==> config.mk <==
export PLATFORM = sky130hd
export DESIGN_NAME = nor_busy_status
export DESIGN_NICKNAME = d
export VERILOG_FILES = /design/src/rtl/nbs_pkg.sv /design/src/rtl/nbs_cycle_timer.sv /design/src/rtl/nbs_ctrl_fsm.sv /design/src/rtl/nbs_read_bits.sv /design/src/rtl/nor_busy_status.sv
export SDC_FILE = /design/constraint.sdc
export NUM_CORES = 1
export LEC_CHECK = 0
export BUFFER_PORTS_ARGS = -buffer_cell sky130_fd_sc_hd__clkbuf_2
export CORE_AREA = 2 2 75 77
export DETAILED_ROUTE_END_ITERATION = 10
export DIE_AREA = 0 0 77 79
export REMOVE_ABC_BUFFERS = 1
export SYNTH_ARGS = -nofsm -noshare
export SYNTH_HDL_FRONTEND = slang
export SYNTH_SLANG_ARGS = --single-unit
==> constraint.sdc <==
create_clock -name clk -period 6.1 [get_ports clk]
set_clock_uncertainty 0.05 [all_clocks]
set_input_delay 1.22 -clock clk [delete_from_list [all_inputs] [get_ports clk]]
set_output_delay 1.22 -clock clk [all_outputs]
set_load 0.005 [all_outputs]
==> src/rtl/nbs_pkg.sv <==
package nbs_pkg;

    typedef enum logic [1:0] {
        OPK_PROG   = 2'b00,
        OPK_SERASE = 2'b01,
        OPK_CERASE = 2'b10,
        OPK_NONE   = 2'b11
    } op_kind_e;

    typedef enum logic [2:0] {
        ST_IDLE,
        ST_PROG,
        ST_PROT,
        ST_SERASE,
        ST_ESUSP,
        ST_CERASE,
        ST_FAIL
    } nbs_state_e;

    typedef struct packed {
        logic b7;
        logic b5;
        logic b3;
        logic tog6_en;
        logic tog2_en;
        logic status_all;
        logic status_zone;
    } nbs_view_t;

endpackage

==> src/rtl/nbs_cycle_timer.sv <==
module nbs_cycle_timer #(
    parameter int unsigned LIMIT = 16,
    localparam int unsigned W = $clog2(LIMIT + 1)
) (
    input  logic         clk,
    input  logic         rst_n,
    input  logic         load,
    input  logic         clear,
    output logic [W-1:0] remaining
);

    logic [W-1:0] cnt_q;

    always_ff @(posedge clk or negedge rst_n) begin
        if (!rst_n) begin
            cnt_q <= '0;
        end else if (load) begin
            cnt_q <= W'(LIMIT);
        end else if (clear) begin
            cnt_q <= '0;
        end else if (cnt_q != '0) begin
            cnt_q <= cnt_q - 1'b1;
        end
    end

    assign remaining = cnt_q;

    // an expired timer stays expired until it is loaded again
    a_r5_timer_quiet: assert property (@(posedge clk) disable iff (!rst_n)
        (!load && cnt_q == '0) |=> (cnt_q == '0));

endmodule

==> src/rtl/nbs_ctrl_fsm.sv <==
module nbs_ctrl_fsm
    import nbs_pkg::*;
(
    input  logic        clk,
    input  logic        rst_n,
    input  logic        op_start,
    input  logic [1:0]  op_kind,
    input  logic        prog_bit7,
    input  logic        target_protected,
    input  logic        erase_add,
    input  logic        suspend_req,
    input  logic        resume_req,
    input  logic        reset_cmd,
    input  logic        alg_done,
    input  logic        alg_fail,
    input  logic        win_open,
    input  logic        prot_last,
    output logic        win_load,
    output logic        prot_load,
    output nbs_state_e  state,
    output nbs_view_t   view,
    output logic        ready
);

    nbs_state_e state_q, state_nx;
    op_kind_e   kind;
    logic       poll_q;

    assign kind      = op_kind_e'(op_kind);
    assign win_load  = (state_q == ST_IDLE && op_start && kind == OPK_SERASE)
                     || (state_q == ST_SERASE && erase_add && win_open);
    assign prot_load = state_q == ST_IDLE && op_start && kind == OPK_PROG && target_protected;
    assign state     = state_q;

    always_comb begin
        state_nx = state_q;
        unique case (state_q)
            ST_IDLE: begin
                if (op_start) begin
                    unique case (kind)
                        OPK_PROG:   state_nx = target_protected ? ST_PROT : ST_PROG;
                        OPK_SERASE: state_nx = ST_SERASE;
                        OPK_CERASE: state_nx = ST_CERASE;
                        default:    state_nx = ST_IDLE;
                    endcase
                end
            end
            ST_PROG: begin
                if (alg_fail)      state_nx = ST_FAIL;
                else if (alg_done) state_nx = ST_IDLE;
            end
            ST_PROT: begin
                if (prot_last) state_nx = ST_IDLE;
            end
            ST_SERASE: begin
                if (alg_fail)                      state_nx = ST_FAIL;
                else if (alg_done)                 state_nx = ST_IDLE;
                else if (suspend_req && !win_open) state_nx = ST_ESUSP;
            end
            ST_ESUSP: begin
                if (resume_req) state_nx = ST_SERASE;
            end
            ST_CERASE: begin
                if (alg_fail)      state_nx = ST_FAIL;
                else if (alg_done) state_nx = ST_IDLE;
            end
            ST_FAIL: begin
                if (reset_cmd) state_nx = ST_IDLE;
            end
            default: state_nx = ST_IDLE;
        endcase
    end

    always_ff @(posedge clk or negedge rst_n) begin
        if (!rst_n) begin
            state_q <= ST_IDLE;
            poll_q  <= 1'b0;
        end else begin
            state_q <= state_nx;
            if (state_q == ST_IDLE && op_start)
                poll_q <= (kind == OPK_PROG) ? ~prog_bit7 : 1'b0;
        end
    end

    always_comb begin
        view  = '0;
        ready = 1'b1;
        unique case (state_q)
            ST_IDLE: ;
            ST_PROG, ST_PROT: begin
                ready           = 1'b0;
                view.b7         = poll_q;
                view.tog6_en    = 1'b1;
                view.status_all = 1'b1;
            end
            ST_SERASE: begin
                ready           = 1'b0;
                view.b3         = !win_open;
                view.tog6_en    = 1'b1;
                view.tog2_en    = 1'b1;
                view.status_all = 1'b1;
            end
            ST_ESUSP: begin
                view.b7          = 1'b1;
                view.b3          = 1'b1;
                view.tog2_en     = 1'b1;
                view.status_zone = 1'b1;
            end
            ST_CERASE: begin
                ready           = 1'b0;
                view.b3         = 1'b1;
                view.tog6_en    = 1'b1;
                view.tog2_en    = 1'b1;
                view.status_all = 1'b1;
            end
            ST_FAIL: begin
                view.b7         = poll_q;
                view.b5         = 1'b1;
                view.tog6_en    = 1'b1;
                view.status_all = 1'b1;
            end
            default: ;
        endcase
    end

    // an accepted unprotected program start makes the block busy
    a_r2_busy_after_start: assert property (@(posedge clk) disable iff (!rst_n)
        (state_q == ST_IDLE && op_start && kind == OPK_PROG && !target_protected) |=> !ready);

    // no suspend while the erase window is open
    a_r7_no_early_suspend: assert property (@(posedge clk) disable iff (!rst_n)
        (state_q == ST_SERASE && win_open) |=> (state_q != ST_ESUSP));

    // chip erase only ends by done or fail
    a_r8_chip_holds: assert property (@(posedge clk) disable iff (!rst_n)
        (state_q == ST_CERASE && !alg_done && !alg_fail) |=> (state_q == ST_CERASE));

    // failure persists until the reset command
    a_r9_fail_holds: assert property (@(posedge clk) disable iff (!rst_n)
        (state_q == ST_FAIL && !reset_cmd) |=> (state_q == ST_FAIL && ready));

    // the reserved kind starts nothing
    a_r11_no_kind_none: assert property (@(posedge clk) disable iff (!rst_n)
        (state_q == ST_IDLE && op_start && kind == OPK_NONE) |=> (state_q == ST_IDLE));

endmodule

==> src/rtl/nbs_read_bits.sv <==
module nbs_read_bits
    import nbs_pkg::*;
(
    input  logic        clk,
    input  logic        rst_n,
    input  logic        rd_strobe,
    input  logic        rd_in_erase,
    input  nbs_view_t   view,
    output logic [7:0]  rd_status,
    output logic        rd_is_status
);

    logic tog6_q, tog2_q;

    always_ff @(posedge clk or negedge rst_n) begin
        if (!rst_n) begin
            tog6_q       <= 1'b0;
            tog2_q       <= 1'b0;
            rd_status    <= '0;
            rd_is_status <= 1'b0;
        end else if (rd_strobe) begin
            rd_status    <= {view.b7, tog6_q, view.b5, 1'b0, view.b3, tog2_q, 2'b00};
            rd_is_status <= view.status_all | (view.status_zone & rd_in_erase);
            if (view.tog6_en)
                tog6_q <= ~tog6_q;
            if (view.tog2_en && rd_in_erase)
                tog2_q <= ~tog2_q;
        end
    end

    // each read while busy flips bit 6
    a_r3_tog6_flips: assert property (@(posedge clk) disable iff (!rst_n)
        (rd_strobe && view.tog6_en) |=> (tog6_q != $past(tog6_q)));

    // with bit 6 frozen (idle, suspended) reads leave it alone
    a_r7_tog6_frozen: assert property (@(posedge clk) disable iff (!rst_n)
        (!view.tog6_en) |=> $stable(tog6_q));

    // bit 2 only moves on reads inside the erase zone
    a_r6_tog2_zone: assert property (@(posedge clk) disable iff (!rst_n)
        (!rd_strobe || !rd_in_erase) |=> $stable(tog2_q));

endmodule

==> src/rtl/nor_busy_status.sv <==
module nor_busy_status
    import nbs_pkg::*;
#(
    parameter int unsigned WINDOW_CYCLES = 12500,
    parameter int unsigned PROT_CYCLES   = 250
) (
    input  logic       clk,
    input  logic       rst_n,
    input  logic       op_start,
    input  logic [1:0] op_kind,
    input  logic       prog_bit7,
    input  logic       target_protected,
    input  logic       erase_add,
    input  logic       suspend_req,
    input  logic       resume_req,
    input  logic       reset_cmd,
    input  logic       alg_done,
    input  logic       alg_fail,
    input  logic       rd_strobe,
    input  logic       rd_in_erase,
    output logic [7:0] rd_status,
    output logic       rd_is_status,
    output logic       ready
);

    localparam int unsigned WIN_W  = $clog2(WINDOW_CYCLES + 1);
    localparam int unsigned PROT_W = $clog2(PROT_CYCLES + 1);

    nbs_state_e        state;
    nbs_view_t         view;
    logic              win_load, prot_load;
    logic [WIN_W-1:0]  win_left;
    logic [PROT_W-1:0] prot_left;
    logic              win_open, prot_last;

    assign win_open  = win_left != '0;
    assign prot_last = prot_left == PROT_W'(1);

    nbs_ctrl_fsm u_fsm (
        .clk              (clk),
        .rst_n            (rst_n),
        .op_start         (op_start),
        .op_kind          (op_kind),
        .prog_bit7        (prog_bit7),
        .target_protected (target_protected),
        .erase_add        (erase_add),
        .suspend_req      (suspend_req),
        .resume_req       (resume_req),
        .reset_cmd        (reset_cmd),
        .alg_done         (alg_done),
        .alg_fail         (alg_fail),
        .win_open         (win_open),
        .prot_last        (prot_last),
        .win_load         (win_load),
        .prot_load        (prot_load),
        .state            (state),
        .view             (view),
        .ready            (ready)
    );

    nbs_cycle_timer #(.LIMIT(WINDOW_CYCLES)) u_win (
        .clk       (clk),
        .rst_n     (rst_n),
        .load      (win_load),
        .clear     (state != ST_SERASE),
        .remaining (win_left)
    );

    nbs_cycle_timer #(.LIMIT(PROT_CYCLES)) u_prot (
        .clk       (clk),
        .rst_n     (rst_n),
        .load      (prot_load),
        .clear     (state != ST_PROT),
        .remaining (prot_left)
    );

    nbs_read_bits u_rd (
        .clk          (clk),
        .rst_n        (rst_n),
        .rd_strobe    (rd_strobe),
        .rd_in_erase  (rd_in_erase),
        .view         (view),
        .rd_status    (rd_status),
        .rd_is_status (rd_is_status)
    );

    // the protected pulse ends on its own
    a_r4_prot_exit: assert property (@(posedge clk) disable iff (!rst_n)
        (state == ST_PROT && prot_last) |=> (state == ST_IDLE && ready));

endmodule

==> results.env, run 1 <==
TIMING_HOLD_VIOLATIONS_FINAL=0
CLKLATENCYLATEPIN_PS=280
HOLD_PATH.STARTPOINT='u_rd.tog2_q'
SYNTHESIS.INSTANCES=217
DRV.MAX_CAP_VIOLATION_COUNT=0
GLOBAL_ROUTE.USAGE.TOTAL_PCT=15.1
WORST_HOLD_PATH_TYPE='reg -> reg'
YS_DOMINANT_REG_CELL='sky130_fd_sc_hd__dfrtp_1'
POWER_SWITCHING_uW=507
MAXSLEWVIOLCOUNT=0
CTS_TREE='yes'
INTPOWER_uW=694
POWER.SWITCHING_FRACTION_PCT=42.2
CLOCK-SINKS=34
SYNTH_ENABLE_FLOP_CELLS=0
YS_SEQ_AREA_SHARE_PCT=41.1
MIN_TO='u_rd.tog2_q'
PLACE.DETAILED.INSTANCES=297
SYNTH.AVG_CELL_AREA_UM2=9.53
PATH_CELLS='clkbuf_2, or4b_2, nor4_1, o211ai_1, mux2_1'
MIN_SETUP_SLACK_POST_ROUTE_PS=3420
FINAL.HOLD.WORST_SLACK_PS=418
CRIT_FANOUT=3
DIE_OUTLINE_AREA_UM2=6080
ASYNCSETRESETFLOPFRACSYNTH_PCT=100
DRT_WL_TOTAL_UM=4140
WL_PER_CELL_UM=13.6
GP_ROUTABILITY_CONGESTION=0.788
POWER_FRAC_CLOCK_PCT=17.1
LAYOUT.CELLS.NON_FILLER=305
FP.DIEH_UM=79
CP_SLOWEST_CELL='sky130_fd_sc_hd__or4b_2'
FINALWORSTPATHREQUIREDPERIOD_PS=2680
WORSTPATHREQUIRED_PS=6220
POSTLAYOUTCOREUTIL_PCT=43.3
CRITPATHKIND='in -> reg'
CLK_PIN_SLEW_PS=70
WORSTHOLDPATHCELLS=1
NETS=255
RSZ_0062_RAISED_AFTER_GLOBAL_ROUTING='false'
INITIAL_UTILIZATION_PCT=38.7
LAYOUT-AREA-OVERHEAD-VS-SYNTH_PCT=11.7
P_LEAK_nW=1.09
DRT_ITER0_MARKERS=59
POST_DP_CELL_AREA_UM2=2200
FILLCELLCOUNT=557
CRITICAL_PATH.TOP_DELAY_FAMILY='simple AND/OR/NAND/NOR gates'
TIMING.CRITICAL_PATH.SLOWEST_CELL_DELAY_PS=570
VIA_COUNT_OF_THE_FIRST_GLOBAL_ROUTING_PASS=1554
CTS-BUFFERS-INSERTED=5
TIGHTESTPINTRANSITION_PS=888
TIMING.REG2REG.SETUP_SLACK_PS=3600
CONGESTION_OVERFLOW_GR=0
SYNTH-SEQ-CELLS=34
WORSTREG2REGEND='u_fsm.state[1]'
WORSTSETUPSTARTPOINTTYPE='input port'
ANT_NETS=0
COREAREA_UM2=5340
MAX_SLEW_MARGIN_PCT=40.0
POST_ROUTE_CELL_AREA_UM2=2310
DIE_WIDTH_UM=77
DRIVE_ABOVE_1_SHARE_PCT=15.9
PWR_DENSITY_CELL_nW_PER_UM2=519
PORTBUFFERS=21
YOSYSWARNINGS=0
SEQUENTIAL_GROUP_SHARE_OF_TOTAL_POWER_PCT=32.5
INITIAL_ANTENNA_VIOLATION_COUNT=0
CTS_SETUP_BUFFERS=0
ROOT_CELL_OF_THE_CLOCK_TREE='sky130_fd_sc_hd__clkbuf_8'
VDD_IR_DROP_MAX_uV=184
GLOBALROUTEMET1UTIL_PCT=21.6
NUM_IO_PINS=25
POST-SYNTH-TOP-AREA-CELL='sky130_fd_sc_hd__dfrtp_1'
TOTALNEGATIVESETUPSLACK_PS=0
POWER_FRAC_COMB_PCT=50.4
PERIOD_SHARE_PCT=44.0
COMBINED_AREA_OF_ALL_SYNTHESIZED_CELLS_UM2=2070
TIMING.FMAX_GHz=0.373
SETUP_VIOL=0
DETAILED_PLACE_HPWL_UM=2990
NUMBER_OF_BUFFERS_ON_THE_LONGEST_CLOCK_PATH=2
PRE_CTS_SLACK_PS=3140
R2R_CELLS=6
SYNTH_TOP_AREA_SHARE_PCT=41.1
WORSTSETUPSTARTPOINT='suspend_req'
CTS-RESIZED-GATES=0
GRT_MAX_DEGREE=35
SYNTHDISTINCTLIBCELLS=54
RUN_STATUS='finished, final reports clean'
GLOBALROUTEMET3UTIL_PCT=3.18
CRIT_BUF_INV=1
GLOBALROUTEMET2UTIL_PCT=22.7
WIRE_LENGTH_OF_THE_FIRST_GLOBAL_ROUTING_PASS_UM=7380
AVGVIACOUNTPERCELL=5.38
MULTI_INPUT_AREA_UM2=1100
HOLDBUFCOUNTCTS=0
BIGGEST_AREA_CONTRIBUTORS_IN_THE_SYNTHESIZED_NETLIST='sky130_fd_sc_hd__dfrtp_1, sky130_fd_sc_hd__ha_1, sky130_fd_sc_hd__a21oi_1'
DIODES=0
CP.ARRIVAL_PS=2800
HTREE_LEVELS=2
SETUP.WORST_PATH.END_CLASS='flop'
BUSIEST_LAYER='met2'
DRTPASS1ITERATIONS=4
CRIT-REG2REG-LAUNCH='u_win.remaining[0]'
CELL_ROW_COUNT=27
DRT_DRC_VIOLATIONS_LEFT=0
PWR_TOTAL_mW=1.20
AREA.SEQUENTIAL_UM2=851
ROUTED-VIA-COUNT=1642
[Yosys cell counts, drive strengths merged, types with 3 or more instances]
cell type  number
mux2i           4
inv            14
nor2           10
dfrtp          34
mux2            4
nor4            6
a32oi           3
clkbuf         11
or4             3
nand2          10
nand3b          4
nand3           4
nor4b           3
xor2            4
o31ai           6
nor3            9
buf             4
o21ai          14
xnor2           7
ha              8
or3             8
a21oi          14
[worst reg2reg max path, delay by kind of cell (launching register included)]
| family | cells | cell delay [ps] |
|---|---|---|
| AO/OA/AOI/OAI | 1 | 230 |
| AND/OR/NAND/NOR | 2 | 1060 |
| buffers and inverters | 1 | 90 |
| adder cells (fa/ha/maj) | 1 | 190 |
| flip-flops | 1 | 410 |
| multiplexers | 1 | 360 |
[worst max-delay path by stage]
stage,to,slack [ps],depth (start not counted)
floorplan,u_fsm.state[1],3460,4
global placement,u_fsm.state[1],3160,5
detailed placement,u_fsm.state[1],3140,5
CTS,u_fsm.state[1],3450,5
global route,u_win.remaining[0],3290,5
finish,u_fsm.state[1],3420,5
[sequential cells by signal, indices dropped and copies added, names as in the netlist]
signal / count
u_win.remaining: 14
u_prot.remaining: 8
u_rd.rd_status: 5
u_fsm.state: 3
u_fsm.poll_q: 1
u_rd.rd_is_status: 1
u_rd.tog2_q: 1
u_rd.tog6_q: 1
[power groups by stage]
| stage | clock network, mW | registers (mW) | logic [mW] |
|---|---|---|---|
| 5_1_grt | 0.220 | 0.407 | 0.695 |
| 4_1_cts | 0.213 | 0.391 | 0.605 |
| 3_3_place_gp | 0 | 0.394 | 0.600 |
| 3_5_place_dp | 0 | 0.395 | 0.599 |
| 6_report | 0.205 | 0.391 | 0.605 |
| 2_1_floorplan | 0 | 0.374 | 0.475 |
[cells by family (layout without fill, tap and decap cells)]
logic type / after synthesis / after routing / synth area share (%)
xor+xnor: 11 / 11 / 4.66
fa+ha+maj: 8 / 8 / 4.84
flops: 34 / 34 / 41.1
mux: 8 / 8 / 4.11
buf+inv: 29 / 43 / 5.87
compound gates: 56 / 56 / 18.1
other cells: 1 / 3 / 0.181
simple gates: 70 / 70 / 21.1
[routing by layer]
metal  up-vias  part of all wire [%]
met1       790                    51
li1        821                     -
met3         5                   3.1
met5         -                     0
met4         0                   1.3
met2        26                    44
[final cells by class]
cell class,instances,area share [%]
clock buffers,5,2.98
clock inverters,3,1.73
repair buffers,21,4.55
inverters,14,2.27
flip-flops and latches,34,36.8
well taps,72,3.90
multi-input cells,156,47.8
[placed cells by master, fill, tap and decap left out, types with 5 or more instances in the layout]
cell                       count
sky130_fd_sc_hd__nor2_1       10
sky130_fd_sc_hd__or3_1         7
sky130_fd_sc_hd__nor3_1        7
sky130_fd_sc_hd__clkbuf_2     21
sky130_fd_sc_hd__o31ai_1       6
sky130_fd_sc_hd__a21oi_1      14
sky130_fd_sc_hd__xnor2_1       7
sky130_fd_sc_hd__dfrtp_1      34
sky130_fd_sc_hd__o21ai_0      13
sky130_fd_sc_hd__clkbuf_8      5
sky130_fd_sc_hd__ha_1          8
sky130_fd_sc_hd__nor4_1        6
sky130_fd_sc_hd__inv_1        14
sky130_fd_sc_hd__nand2_1      10
Note: power is estimated with default switching activity, not from simulation.
==> inputs of run 2 (changes only) <==
Clock period 6.1 ns to 2.4 ns, I/O delays scaled along.
==> results.env, run 2 (same netlist as run 1, synthesis figures left out) <==
RUN_STATUS='finished, final reports clean'
WL_PER_CELL_UM=14.0
CLOCK-SINKS=34
MAX_SLEW_MARGIN_PCT=42.5
CP.ARRIVAL_PS=2410
POWER_SWITCHING_mW=1.32
COREAREA_UM2=5340
GLOBAL_ROUTE.USAGE.TOTAL_PCT=15.4
HTREE_LEVELS=2
PWR_DENSITY_CELL_nW_PER_UM2=1330
LAYOUT_COMMONEST_CELL='sky130_fd_sc_hd__dfrtp_1'
DRT_WL_TOTAL_UM=4400
INITIAL_UTILIZATION_PCT=38.7
DRT_ITER0_MARKERS=62
RSZ_0062_RAISED_AFTER_GLOBAL_ROUTING='false'
SEQUENTIAL_GROUP_SHARE_OF_TOTAL_POWER_PCT=29.7
GRT_MAX_DEGREE=35
CTS-BUFFERS-INSERTED=5
CRIT_FANOUT=7
POST_DP_CELL_AREA_UM2=2270
NUMBER_OF_BUFFERS_ON_THE_LONGEST_CLOCK_PATH=2
NETS=264
CTS_TREE='yes'
DIE_WIDTH_UM=77
LAYOUT-AREA-OVERHEAD-VS-SYNTH_PCT=15.5
P_LEAK_nW=1.13
POWER_FRAC_CLOCK_PCT=15.8
SETUP.WORST_PATH.END_CLASS='flop'
ROUTED-VIA-COUNT=1672
POWER.SWITCHING_FRACTION_PCT=41.5
INTPOWER_mW=1.86
VIA_COUNT_OF_THE_FIRST_GLOBAL_ROUTING_PASS=1579
FP.DIEH_UM=79
PORTBUFFERS=21
CRITPATHKIND='reg -> reg'
DRIVE_ABOVE_1_SHARE_PCT=19.8
PERIOD_SHARE_PCT=95.4
INITIAL_ANTENNA_VIOLATION_COUNT=0
DRT_DRC_VIOLATIONS_LEFT=0
POWER_FRAC_COMB_PCT=54.5
WORSTPATHREQUIRED_PS=2520
WIRE_LENGTH_OF_THE_FIRST_GLOBAL_ROUTING_PASS_UM=7440
AVGVIACOUNTPERCELL=5.32
DRTPASS1ITERATIONS=4
ANT_NETS=0
FINALWORSTPATHREQUIREDPERIOD_PS=2290
DIODES=0
ROOT_CELL_OF_THE_CLOCK_TREE='sky130_fd_sc_hd__clkbuf_8'
CELL_ROW_COUNT=27
GP_ROUTABILITY_CONGESTION=0.805
DIE_OUTLINE_AREA_UM2=6080
FILLCELLCOUNT=546
LARGEST_REG_FLOPS=14
TIGHTESTPINTRANSITION_PS=863
WORST_HOLD_PATH_TYPE='in -> async'
PWR_TOTAL_mW=3.17
VDD_IR_DROP_MAX_uV=496
CONGESTION_OVERFLOW_GR=0
MAXSLEWVIOLCOUNT=0
POST_ROUTE_CELL_AREA_UM2=2390
TIMING_HOLD_VIOLATIONS_FINAL=0
FINAL_CELL_MIX='sky130_fd_sc_hd__dfrtp_1, sky130_fd_sc_hd__clkbuf_2, sky130_fd_sc_hd__inv_1, sky130_fd_sc_hd__a21oi_1, sky130_fd_sc_hd__o21ai_0'
HOLDBUFCOUNTCTS=0
TOTALNEGATIVESETUPSLACK_PS=0
DETAILED_PLACE_HPWL_UM=3210
NUM_IO_PINS=25
DRV.MAX_CAP_VIOLATION_COUNT=0
TIMING.FMAX_GHz=0.437
SETUP_VIOL=0
CLKLATENCYLATEPIN_PS=290
WORSTSETUPSTARTPOINTTYPE='flop'
CLK_PIN_SLEW_PS=70
[run 2: cell type report]
class / count / area, um^2 / area share (%)
multi-input combinational: 156 / 1110 / 46.6
inverter: 14 / 52.6 / 2.20
sequential: 34 / 851 / 35.6
tap: 72 / 90.1 / 3.77
timing repair buffer: 30 / 173 / 7.23
clock buffer: 8 / 110 / 4.61
[run 2: final timing paths]
kind                                      to  slack (ps)                from  depth (start not counted)
min in group clk                u_fsm.poll_q         410           prog_bit7                          3
min                        u_rd.rd_status[6]         240               rst_n                          1
min reg2reg                      u_rd.tog2_q         420         u_rd.tog2_q                          1
max                           u_fsm.state[1]         110  u_win.remaining[0]                          6
max reg2reg                   u_fsm.state[1]         110  u_win.remaining[0]                          6
max in group asynchronous  u_rd.rd_status[2]        1520               rst_n                          1
[run 2: critical path, cell delays in order, from the launching register on]
cell and delay, ps:
sky130_fd_sc_hd__dfrtp_1 400, sky130_fd_sc_hd__inv_1 90, sky130_fd_sc_hd__ha_1 190, sky130_fd_sc_hd__or4b_1 580, sky130_fd_sc_hd__nor4_2 370, sky130_fd_sc_hd__o211ai_1 150, sky130_fd_sc_hd__mux2_1 340
[run 2: metal layers]
metal	vias up	wire length (um)	global-route usage (%)
met5	-	0	0
met4	0	61	6.79
met3	5	148	3.75
met2	29	1990	24.6
met1	802	2210	20.1
li1	836	-	-
[run 2: per-stage QoR]
stage | util [%] | cells | setup slack, ps | hold slack, ps
2_1_floorplan | - | 204 | 270 | 134
3_3_place_gp | 42.5 | 306 | 166 | 410
3_5_place_dp | 42.5 | 306 | 93.3 | 413
4_1_cts | 44.6 | 314 | 74.0 | 275
5_1_grt | 44.8 | 314 | 11.7 | 318
6_report | 44.8 | 314 | 109 | 241
[run 2: what timing repair did]
| action | 4_1_cts | 5_1_grt |
|---|---|---|
| resized for setup | 0 | 2 |
| setup endpoints to repair | 0 | 3 |
| setup buffers | 0 | 0 |
[run 2: power groups by stage]
stage | Combinational (mW) | Sequential [mW] | Clock, mW
2_1_floorplan | 1.21 | 0.951 | 0
3_3_place_gp | 1.71 | 0.950 | 0
3_5_place_dp | 1.71 | 0.949 | 0
4_1_cts | 1.72 | 0.942 | 0.516
5_1_grt | 1.94 | 0.971 | 0.541
6_report | 1.73 | 0.943 | 0.501
==> inputs of run 3 (changes only) <==
Settings changed: ABC_AREA from default to 1, CORE_AREA 2 2 75 77 to 2 2 77 79, DIE_AREA 0 0 77 79 to 0 0 79 81.
Clock period 2.4 ns to 2 ns, I/O delays scaled along.
==> results.env, run 3 <==
CP.ARRIVAL_PS=1870
DIE_OUTLINE_AREA_UM2=6400
AVGVIACOUNTPERCELL=4.70
VDD_IR_DROP_MAX_uV=609
SYNTH.AVG_CELL_AREA_UM2=7.59
MAX_SLEW_MARGIN_PCT=59.5
NUM_IO_PINS=25
SETUP_VIOL=0
LAYOUT_COMMONEST_CELL='sky130_fd_sc_hd__nand2_1'
SYNTH_TOP_AREA_SHARE_PCT=39.3
COMBINED_AREA_OF_ALL_SYNTHESIZED_CELLS_UM2=2160
CLK_PIN_SLEW_PS=70
TOTALNEGATIVESETUPSLACK_PS=0
FINAL_CELL_MIX='sky130_fd_sc_hd__nand2_1, sky130_fd_sc_hd__nor2_1, sky130_fd_sc_hd__dfrtp_1'
SYNTHDISTINCTLIBCELLS=38
DRTPASS1ITERATIONS=4
PERIOD_SHARE_PCT=86.7
PATH_CELLS='inv_1, ha_1, nand2_2, nor2_4, nand2_2, a21oi_4, nand2_1, nand2_1, inv_1'
TIMING.REG2REG.SETUP_SLACK_PS=270
GP_ROUTABILITY_CONGESTION=0.790
CRIT_FANOUT=7
CTS_TREE='yes'
HOLDBUFCOUNTCTS=0
SYNTH-SEQ-CELLS=34
DRT_WL_TOTAL_UM=4390
WORSTSETUPSTARTPOINTTYPE='flop'
LARGEST_REG_FLOPS=14
VIA_COUNT_OF_THE_FIRST_GLOBAL_ROUTING_PASS=1753
CTS-BUFFERS-INSERTED=5
DRIVE_ABOVE_1_SHARE_PCT=19.5
CLKLATENCYLATEPIN_PS=280
CELL_ROW_COUNT=28
CP_SLOWEST_CELL='sky130_fd_sc_hd__dfrtp_1'
PWR_DENSITY_CELL_nW_PER_UM2=1530
NETS=335
SYNTHESIS.INSTANCES=285
POST-SYNTH-TOP-AREA-CELL='sky130_fd_sc_hd__dfrtp_1'
DRT_DRC_VIOLATIONS_LEFT=0
CRIT_BUF_INV=2
CRIT-REG2REG-LAUNCH='u_win.remaining[0]'
MAXSLEWVIOLCOUNT=0
FP.DIEH_UM=81
SETUP.WORST_PATH.END_CLASS='flop'
ROOT_CELL_OF_THE_CLOCK_TREE='sky130_fd_sc_hd__clkbuf_8'
COREAREA_UM2=5680
INITIAL_UTILIZATION_PCT=38.1
SYNTH_ENABLE_FLOP_CELLS=0
WL_PER_CELL_UM=11.3
LAYOUT-AREA-OVERHEAD-VS-SYNTH_PCT=12.9
CTS_SETUP_BUFFERS=0
CLOCK-SINKS=34
TIGHTESTPINTRANSITION_PS=603
PRE_CTS_SLACK_PS=284
RUN_STATUS='finished, final reports clean'
PLACE.DETAILED.INSTANCES=380
ASYNCSETRESETFLOPFRACSYNTH_PCT=100
FINAL.HOLD.WORST_SLACK_PS=88.2
ROUTED-VIA-COUNT=1824
YOSYSWARNINGS=0
TIMING_HOLD_VIOLATIONS_FINAL=0
YS_DOMINANT_REG_CELL='sky130_fd_sc_hd__dfrtp_1'
SYNTH_MOST_COMMON_CELL='sky130_fd_sc_hd__nand2_1'
CRITICAL_PATH.TOP_DELAY_FAMILY='simple AND/OR/NAND/NOR gates'
FILLCELLCOUNT=591
DETAILED_PLACE_HPWL_UM=3310
DRV.MAX_CAP_VIOLATION_COUNT=0
P_LEAK_nW=1.29
WIRE_LENGTH_OF_THE_FIRST_GLOBAL_ROUTING_PASS_UM=7810
RSZ_0062_RAISED_AFTER_GLOBAL_ROUTING='false'
TIMING.FMAX_GHz=0.577
LAYOUT.CELLS.NON_FILLER=388
WORSTREG2REGEND='u_win.remaining[4]'
PORTBUFFERS=21
CTS-RESIZED-GATES=0
DIE_WIDTH_UM=79
WORST_HOLD_PATH_TYPE='in -> async'
GRT_MAX_DEGREE=35
GLOBAL_ROUTE.USAGE.TOTAL_PCT=15.4
BIGGEST_AREA_CONTRIBUTORS_IN_THE_SYNTHESIZED_NETLIST='sky130_fd_sc_hd__dfrtp_1, sky130_fd_sc_hd__nand2_1, sky130_fd_sc_hd__nor2_1'
FINALWORSTPATHREQUIREDPERIOD_PS=1730
YS_SEQ_AREA_SHARE_PCT=39.3
INITIAL_ANTENNA_VIOLATION_COUNT=0
CONGESTION_OVERFLOW_GR=0
TIMING.CRITICAL_PATH.SLOWEST_CELL_DELAY_PS=390
HTREE_LEVELS=2
CRITPATHKIND='reg -> reg'
CELL_TYPES_WITH_THE_HIGHEST_COUNTS_AFTER_SYNTHESIS='sky130_fd_sc_hd__nand2_1, sky130_fd_sc_hd__nor2_1, sky130_fd_sc_hd__dfrtp_1, sky130_fd_sc_hd__inv_1, sky130_fd_sc_hd__nand3_1'
DIODES=0
WORSTPATHREQUIRED_PS=2140
DRT_ITER0_MARKERS=74
R2R_CELLS=9
MIN_SETUP_SLACK_POST_ROUTE_PS=267
ANT_NETS=0
NUMBER_OF_BUFFERS_ON_THE_LONGEST_CLOCK_PATH=2
## run 3: cell count changes after synthesis, sizes merged, moves of 4 or more
cell / previous run / this run
clkbuf: 11 / 1
inv: 14 / 35
mux2i: 4 / 0
nand2: 10 / 67
nand3: 4 / 23
nor2: 10 / 50
nor4: 6 / 0
o31ai: 6 / 1
or3: 8 / 0
## run 3: power by group
group / internal (mW) / switching [mW] / total (mW)
combinational: 0.782 / 1.26 / 2.05
clock: 0.278 / 0.259 / 0.537
sequential: 0.925 / 0.232 / 1.16
## run 3: metal layers
layer  part of all wire, %  up-vias  GRT usage [%]
met5                     0        -              0
met4                   1.5        0           5.00
met3                   3.2        4           3.00
met2                    47       31           26.4
met1                    48      828           19.6
li1                      -      961              -
## run 3: how the worst max path moves through the flow
stage | startpoint | to | slack, ps | cells after the start
after floorplan | u_win.remaining[0] | u_win.remaining[4] | 450 | 9
after global placement | u_win.remaining[0] | u_win.remaining[4] | 320 | 9
after detailed placement | u_win.remaining[0] | u_win.remaining[4] | 280 | 9
after CTS | u_win.remaining[0] | u_win.remaining[4] | 270 | 9
after global routing | u_win.remaining[0] | u_win.remaining[4] | 90 | 9
final | u_win.remaining[0] | u_win.remaining[4] | 270 | 9
## run 3: cell type report
class	instances	area, um^2	share of cell area, %
clock inverter	1	5.00	0.205
clock buffer	7	86.3	3.53
inverter	38	149	6.10
sequential	34	851	34.8
multi-input combinational	211	1140	46.9
timing repair buffer	22	113	4.61
tap	75	93.8	3.84
## run 3: cell families (layout without fill, tap and decap cells)
logic type / Yosys count / count (layout) / share of synthesized area [%]
AOI/OAI and AO/OA: 36 / 36 / 10.2
xor gates and xnor gates: 8 / 8 / 3.24
adders and majority gates: 8 / 8 / 4.63
buffers and inverters: 42 / 68 / 8.10
DFF: 34 / 34 / 39.3
muxes: 3 / 3 / 1.56
other: 1 / 3 / 0.173
and+or+nand+nor: 153 / 153 / 32.8
## run 3: metrics by stage
| stage | utilization (%) | cell area (um^2) | total power, mW |
|---|---|---|---|
| 2_1_floorplan | - | 2140 | 2.79 |
| 6_report | 43.0 | 2440 | 3.74 |
| 3_3_place_gp | 41.4 | 2350 | 3.20 |
| 4_1_cts | 43.0 | 2440 | 3.78 |
| 5_1_grt | 43.0 | 2440 | 4.13 |
| 3_5_place_dp | 41.4 | 2350 | 3.22 |
